===== config.mk =====
export PLATFORM = sky130hd
export DESIGN_NAME = row_token_sparsifier
export DESIGN_NICKNAME = d
export VERILOG_FILES = /design/src/rtl/rsp_pkg.sv /design/src/rtl/rsp_cell.sv /design/src/rtl/rsp_bus_reg.sv /design/src/rtl/row_token_sparsifier.sv
export SDC_FILE = /design/constraint.sdc
export NUM_CORES = 2
export LEC_CHECK = 0
export ABC_AREA = 1
export ABC_CLOCK_PERIOD_IN_PS = 93700
export CORE_AREA = 2 2 600 602
export CTS_CLUSTER_SIZE = 20
export DETAILED_ROUTE_END_ITERATION = 6
export DIE_AREA = 0 0 602 604
export GPL_ROUTABILITY_DRIVEN = 0
export PLACE_DENSITY_LB_ADDON = 0.12
export SLEW_MARGIN = 10
export SYNTH_ARGS = -nofsm -noshare
export SYNTH_HDL_FRONTEND = slang
export SYNTH_SLANG_ARGS = --single-unit

===== constraint.sdc =====
create_clock -name clk -period 93.7 [get_ports clk]
set_input_delay 9.37 -clock clk [delete_from_list [all_inputs] [get_ports clk]]
set_output_delay 9.37 -clock clk [all_outputs]
set_load 0.01 [all_outputs]

===== src/rtl/rsp_pkg.sv =====
package rsp_pkg;
  localparam int DEF_CELLS  = 512;
  localparam int DEF_CODE_W = 3;

  // Next value of the sticky token-returned flag.
  function automatic logic done_next(input logic done_q, input logic inj, input logic tail);
    if (inj) return tail;
    return done_q | tail;
  endfunction

  // A captured code counts as a hit when any bit is set (zero-extended input).
  function automatic logic code_hit(input logic [7:0] c);
    return c != 8'd0;
  endfunction
endpackage


===== src/rtl/rsp_cell.sv =====
module rsp_cell
  import rsp_pkg::*;
#(
  parameter int CODE_W = DEF_CODE_W
) (
  input  logic              clk,
  input  logic              rst,
  input  logic              inject_i,
  input  logic              tok_i,
  input  logic [CODE_W-1:0] code_i,
  output logic              tok_o,
  output logic              en_o,
  output logic              hit_o,
  output logic [CODE_W-1:0] code_o
);
  logic [CODE_W-1:0] held_q;
  logic [CODE_W-1:0] live;
  logic              rel_q;

  // During inject the fresh snapshot is used directly.
  assign live   = inject_i ? code_i : held_q;
  assign hit_o  = code_hit(8'(live));
  assign en_o   = tok_i & hit_o;
  assign code_o = en_o ? live : '0;
  // Empty cell passes token at once; a served cell releases it one cycle later.
  assign tok_o  = (tok_i & ~hit_o) | (rel_q & ~inject_i);

  always_ff @(posedge clk) begin
    if (rst) begin
      held_q <= '0;
      rel_q  <= 1'b0;
    end else begin
      rel_q <= en_o;
      if (en_o)          held_q <= '0;
      else if (inject_i) held_q <= code_i;
    end
  end

  // a served cell is never pending again in the same scan
  a_r5_served_once: assert property (@(posedge clk) disable iff (rst)
    en_o |=> (inject_i || !hit_o));
endmodule


===== src/rtl/rsp_bus_reg.sv =====
module rsp_bus_reg #(
  parameter int CELLS  = 512,
  parameter int CODE_W = 3,
  localparam int ADDR_W = $clog2(CELLS)
) (
  input  logic                    clk,
  input  logic                    rst,
  input  logic [CELLS-1:0]        en_i,
  input  logic [CELLS*CODE_W-1:0] code_i,
  output logic                    valid_o,
  output logic [ADDR_W-1:0]       addr_o,
  output logic [CODE_W-1:0]       code_o
);
  logic              any_en;
  logic [ADDR_W-1:0] addr_c;
  logic [CODE_W-1:0] code_c;

  // Wired-OR row bus: at most one enable is active.
  always_comb begin
    addr_c = '0;
    code_c = '0;
    for (int i = 0; i < CELLS; i++) begin
      if (en_i[i]) addr_c = addr_c | ADDR_W'(i);
      code_c = code_c | code_i[i*CODE_W +: CODE_W];
    end
  end
  assign any_en = |en_i;

  always_ff @(posedge clk) begin
    if (rst) begin
      valid_o <= 1'b0;
      addr_o  <= '0;
      code_o  <= '0;
    end else begin
      valid_o <= any_en;
      addr_o  <= any_en ? addr_c : '0;
      code_o  <= code_c;
    end
  end

  // only one cell may drive the bus per token clock
  a_r3_single_driver: assert property (@(posedge clk) disable iff (rst) $onehot0(en_i));
  // bus code is nonzero exactly on valid beats
  a_r4_code_on_valid: assert property (@(posedge clk) disable iff (rst)
    valid_o == (code_o != '0));
endmodule


===== src/rtl/row_token_sparsifier.sv =====
module row_token_sparsifier
  import rsp_pkg::*;
#(
  parameter int CELLS  = DEF_CELLS,
  parameter int CODE_W = DEF_CODE_W,
  localparam int ADDR_W = $clog2(CELLS)
) (
  input  logic                    clk,
  input  logic                    rst,
  input  logic                    inject_i,
  input  logic [CELLS*CODE_W-1:0] codes_i,
  output logic                    bus_valid_o,
  output logic [ADDR_W-1:0]       bus_addr_o,
  output logic [CODE_W-1:0]       bus_code_o,
  output logic                    tok_done_o
);
  logic [CELLS-1:0]        en_vec;
  logic [CELLS-1:0]        hit_vec;
  logic [CELLS*CODE_W-1:0] drv_codes;
  logic                    tok_tail;   // token leaving last cell
  logic                    row_has_hit;

  for (genvar i = 0; i < CELLS; i++) begin : g_cell
    logic t_in;
    logic t_out;
    if (i == 0) begin : g_head
      assign t_in = inject_i;
    end else begin : g_link
      assign t_in = g_cell[i-1].t_out;
    end
    rsp_cell #(.CODE_W(CODE_W)) u_cell (
      .clk     (clk),
      .rst     (rst),
      .inject_i(inject_i),
      .tok_i   (t_in),
      .code_i  (codes_i[i*CODE_W +: CODE_W]),
      .tok_o   (t_out),
      .en_o    (en_vec[i]),
      .hit_o   (hit_vec[i]),
      .code_o  (drv_codes[i*CODE_W +: CODE_W])
    );
  end
  assign tok_tail    = g_cell[CELLS-1].t_out;
  assign row_has_hit = |hit_vec;

  rsp_bus_reg #(.CELLS(CELLS), .CODE_W(CODE_W)) u_bus (
    .clk    (clk),
    .rst    (rst),
    .en_i   (en_vec),
    .code_i (drv_codes),
    .valid_o(bus_valid_o),
    .addr_o (bus_addr_o),
    .code_o (bus_code_o)
  );

  always_ff @(posedge clk) begin
    if (rst) tok_done_o <= 1'b0;
    else     tok_done_o <= done_next(tok_done_o, inject_i, tok_tail);
  end

  // returned flag is sticky until inject
  a_r6_done_sticky: assert property (@(posedge clk) disable iff (rst)
    (tok_done_o && !inject_i) |=> tok_done_o);
  // no bus traffic once the token is back
  a_r6_quiet_after_done: assert property (@(posedge clk) disable iff (rst)
    (tok_done_o && !inject_i) |=> !bus_valid_o);
  // an empty snapshot returns the token in the inject cycle
  a_r7_empty_row: assert property (@(posedge clk) disable iff (rst)
    (inject_i && !row_has_hit) |=> (tok_done_o && !bus_valid_o));
  // consecutive beats of one scan climb in address
  a_r3_ascending: assert property (@(posedge clk) disable iff (rst)
    (bus_valid_o && $past(bus_valid_o) && !$past(inject_i)) |-> (bus_addr_o > $past(bus_addr_o)));
endmodule


==> impl_metrics.tcl <==
set metrics [dict create \
    fin_crit_sh_pct 86.47 \
    grt_max_degree 160 \
    ys.warnings.count 0 \
    tightest_slew_ns 1.245 \
    rows 220 \
    avgSynthCellArea_um2 7.427 \
    ir_worst_vdd_uv 15.51 \
    arrival_ns 81.90 \
    cts-root-buf "clkbuf_16" \
    hold_class "flop to flop" \
    grt-ovfl-total 0 \
    via_count 91430 \
    ant_nets 0 \
    hold_buffers 0 \
    skew_ns 0.08273 \
    clockBufferDepth 4 \
    cts.sink_count 2062 \
    cpMostUsedCell "nand2_1" \
    slew_headroom_pct 16.39 \
    place.port_buffers 1552 \
    path_max_fanout 53 \
    wl_per_cell_um 22.49 \
    placed_cells 19240 \
    start_kind "primary input" \
    postSynth.topFlopCell "dfxtp_1" \
    synth_area_leader_cell "dfxtp_1" \
    synth_edf_count 0 \
    cts_resized 0 \
    area_growth_pct 28.40 \
    async_flop_share_pct 0 \
    power.density_nw_per_um2 17.86 \
    grt_pass1_wl_mm 628.2 \
    outcome "completed" \
    synthesis.area_um2 98430 \
    ys_seq_area_share_pct 41.94 \
    start_util_pct 27.53 \
    p_leak_uw 0.05976 \
    syn-num-nets 14790 \
    finalCriticalPeriod_ns 81.03 \
    hold_viol_final 0 \
    final.setup.tns_ns 0 \
    die-area_um2 363600 \
    die_h_um 604 \
    rsz0062_at_grt "false" \
    max_freq_mhz 12.34 \
    grt_pass1_vias 89140 \
    rrSetupSlack_ns 22.11 \
    routed_wl_mm 445.3 \
    antenna_found_initial 277 \
    ys_ff_latch 2062 \
    slew_viol_final 0 \
    insertion_delay_ns 0.96 \
    grt_usage_pct 23.54 \
    io_pins 1553 \
    synth_top_area_share_pct 41.94 \
    die_w_um 602 \
    crit_path_max_incr_delay_ns 0.67 \
    tritoncts "built" \
    syn_inst 13250 \
    synth_commonest_cells "nor2_1 (2407), nand2_1 (2120), dfxtp_1 (2062), inv_1 (1564), mux2i_1 (961)" \
    cts_setup_buffers 0 \
    critical_path_class "primary input to flop" \
    drt_first_pass_iters 6 \
    required_ns 94.57 \
    maxCapViolCount 0 \
    synth.most_common_cell "nor2_1" \
    cp_slowest_cell "buf_4" \
    clkTransAtPathRegs_ns 0.06 \
    htreeDepth 4 \
    numCtsBuffers 245 \
    stdcell_count 19800 \
    drive_above_1_share_pct 10.03 \
    critPathCaptureType "flop" \
    drcViolationCount 0 \
    setup_viol 0 \
    total_power_uw 2258 \
    dr.first_iter.drc_count 5298 \
    vias_per_cell 4.618 \
    synth_cell_types 58 \
    coreArea_um2 357600 \
    dp_hpwl_mm 361.9 \
    synthTopCellsByArea "dfxtp_1 (42%), mux2i_1 (9.8%), nor2_1 (9.2%), nand2_1 (8.1%), inv_1 (6.0%)" \
    layout.nets 16260 \
]
## registers in the layout, indices dropped and copies added (netlist names)
| register | flops |
|---|---|
| g_cell.u_cell.held_q | 1536 |
| u_bus.valid_o | 1 |
| u_bus.addr_o | 9 |
| u_bus.code_o | 3 |
| tok_done_o | 1 |
| g_cell.u_cell.rel_q | 512 |
## cell families after synthesis
family | synth area share (%)
AND/OR/NAND/NOR | 29.23
flip-flops | 41.94
buffers and inverters | 9.042
AO/OA/AOI/OAI | 9.986
multiplexers | 9.801
## layer usage
layer / GRT usage [%] / vias to the layer above / share of wire, %
li1: - / 45940 / -
met1: 27.98 / 42440 / 42
met2: 41.46 / 2221 / 50
met3: 3.915 / 740 / 4.8
met4: 10.42 / 84 / 3.7
met5: 0 / - / 0.11
## power by group
group / switching (uW) / leakage [uW] / internal [uW]
logic: 198 / 0.0387 / 139
clock network: 414 / 0.00409 / 579
registers: 8.92 / 0.0170 / 918
total: 621 / 0.0598 / 1640
## cell usage in the layout (no fill, tap or decap), drive strengths merged, types with 7 or more instances in the layout
cell type / instances
nor2: 2427
a2111oi: 12
mux2i: 963
a211oi: 129
nand4: 147
a2111o: 14
nor3: 316
o221ai: 157
clkinv: 64
nand2: 2486
nor4: 76
bufinv: 18
a21oi: 397
nand3: 454
and2: 8
o22ai: 53
clkdlybuf4s50: 1550
clkinvlp: 10
dfxtp: 2062
or2: 566
clkbuf: 360
o221a: 7
inv: 1586
diode: 109
o21ai: 952
buf: 80
## layout make-up
| type | count | area (um2) |
|---|---|---|
| fillers | 38460 | 231200 |
| multi-input cells | 9188 | 48370 |
| flip-flops and latches | 2062 | 41280 |
| repair buffers | 1630 | 16220 |
| clock buffers | 360 | 7204 |
| inverters | 1590 | 6008 |
| well taps | 4773 | 5972 |
| clock inverters | 88 | 1055 |
| diodes | 109 | 272.8 |
## worst max-delay path: cells and delay by family
family / cells / cell delay (ns)
buffers and inverters: 3 / 1.40
AND/OR/NAND/NOR: 860 / 59.12
## metrics by stage
stage | area [um2] | utilization (%) | hold slack, ns | worst slack (ns)
after floorplan | 98430 | - | 0.4626 | 23.56
after global placement | 117800 | 32.96 | 0.4773 | 12.06
after global routing | 126300 | 35.32 | 0.5117 | 0.1710
after detailed placement | 117800 | 32.96 | 0.4836 | 11.56
final | 126400 | 35.34 | 0.4930 | 12.67
after CTS | 126100 | 35.27 | 0.4981 | 12.38
## worst paths after layout
path,start,endpoint,cells after the start
setup / recovery,inject_i,u_bus.addr_o[1],863
hold reg to reg,g_cell[18].u_cell.held_q[2],g_cell[18].u_cell.held_q[2],2
setup reg to reg,g_cell[1].u_cell.held_q[0],u_bus.addr_o[1],1027
hold / removal,g_cell[18].u_cell.held_q[2],g_cell[18].u_cell.held_q[2],2
Note: power is estimated with default switching activity, not from simulation.
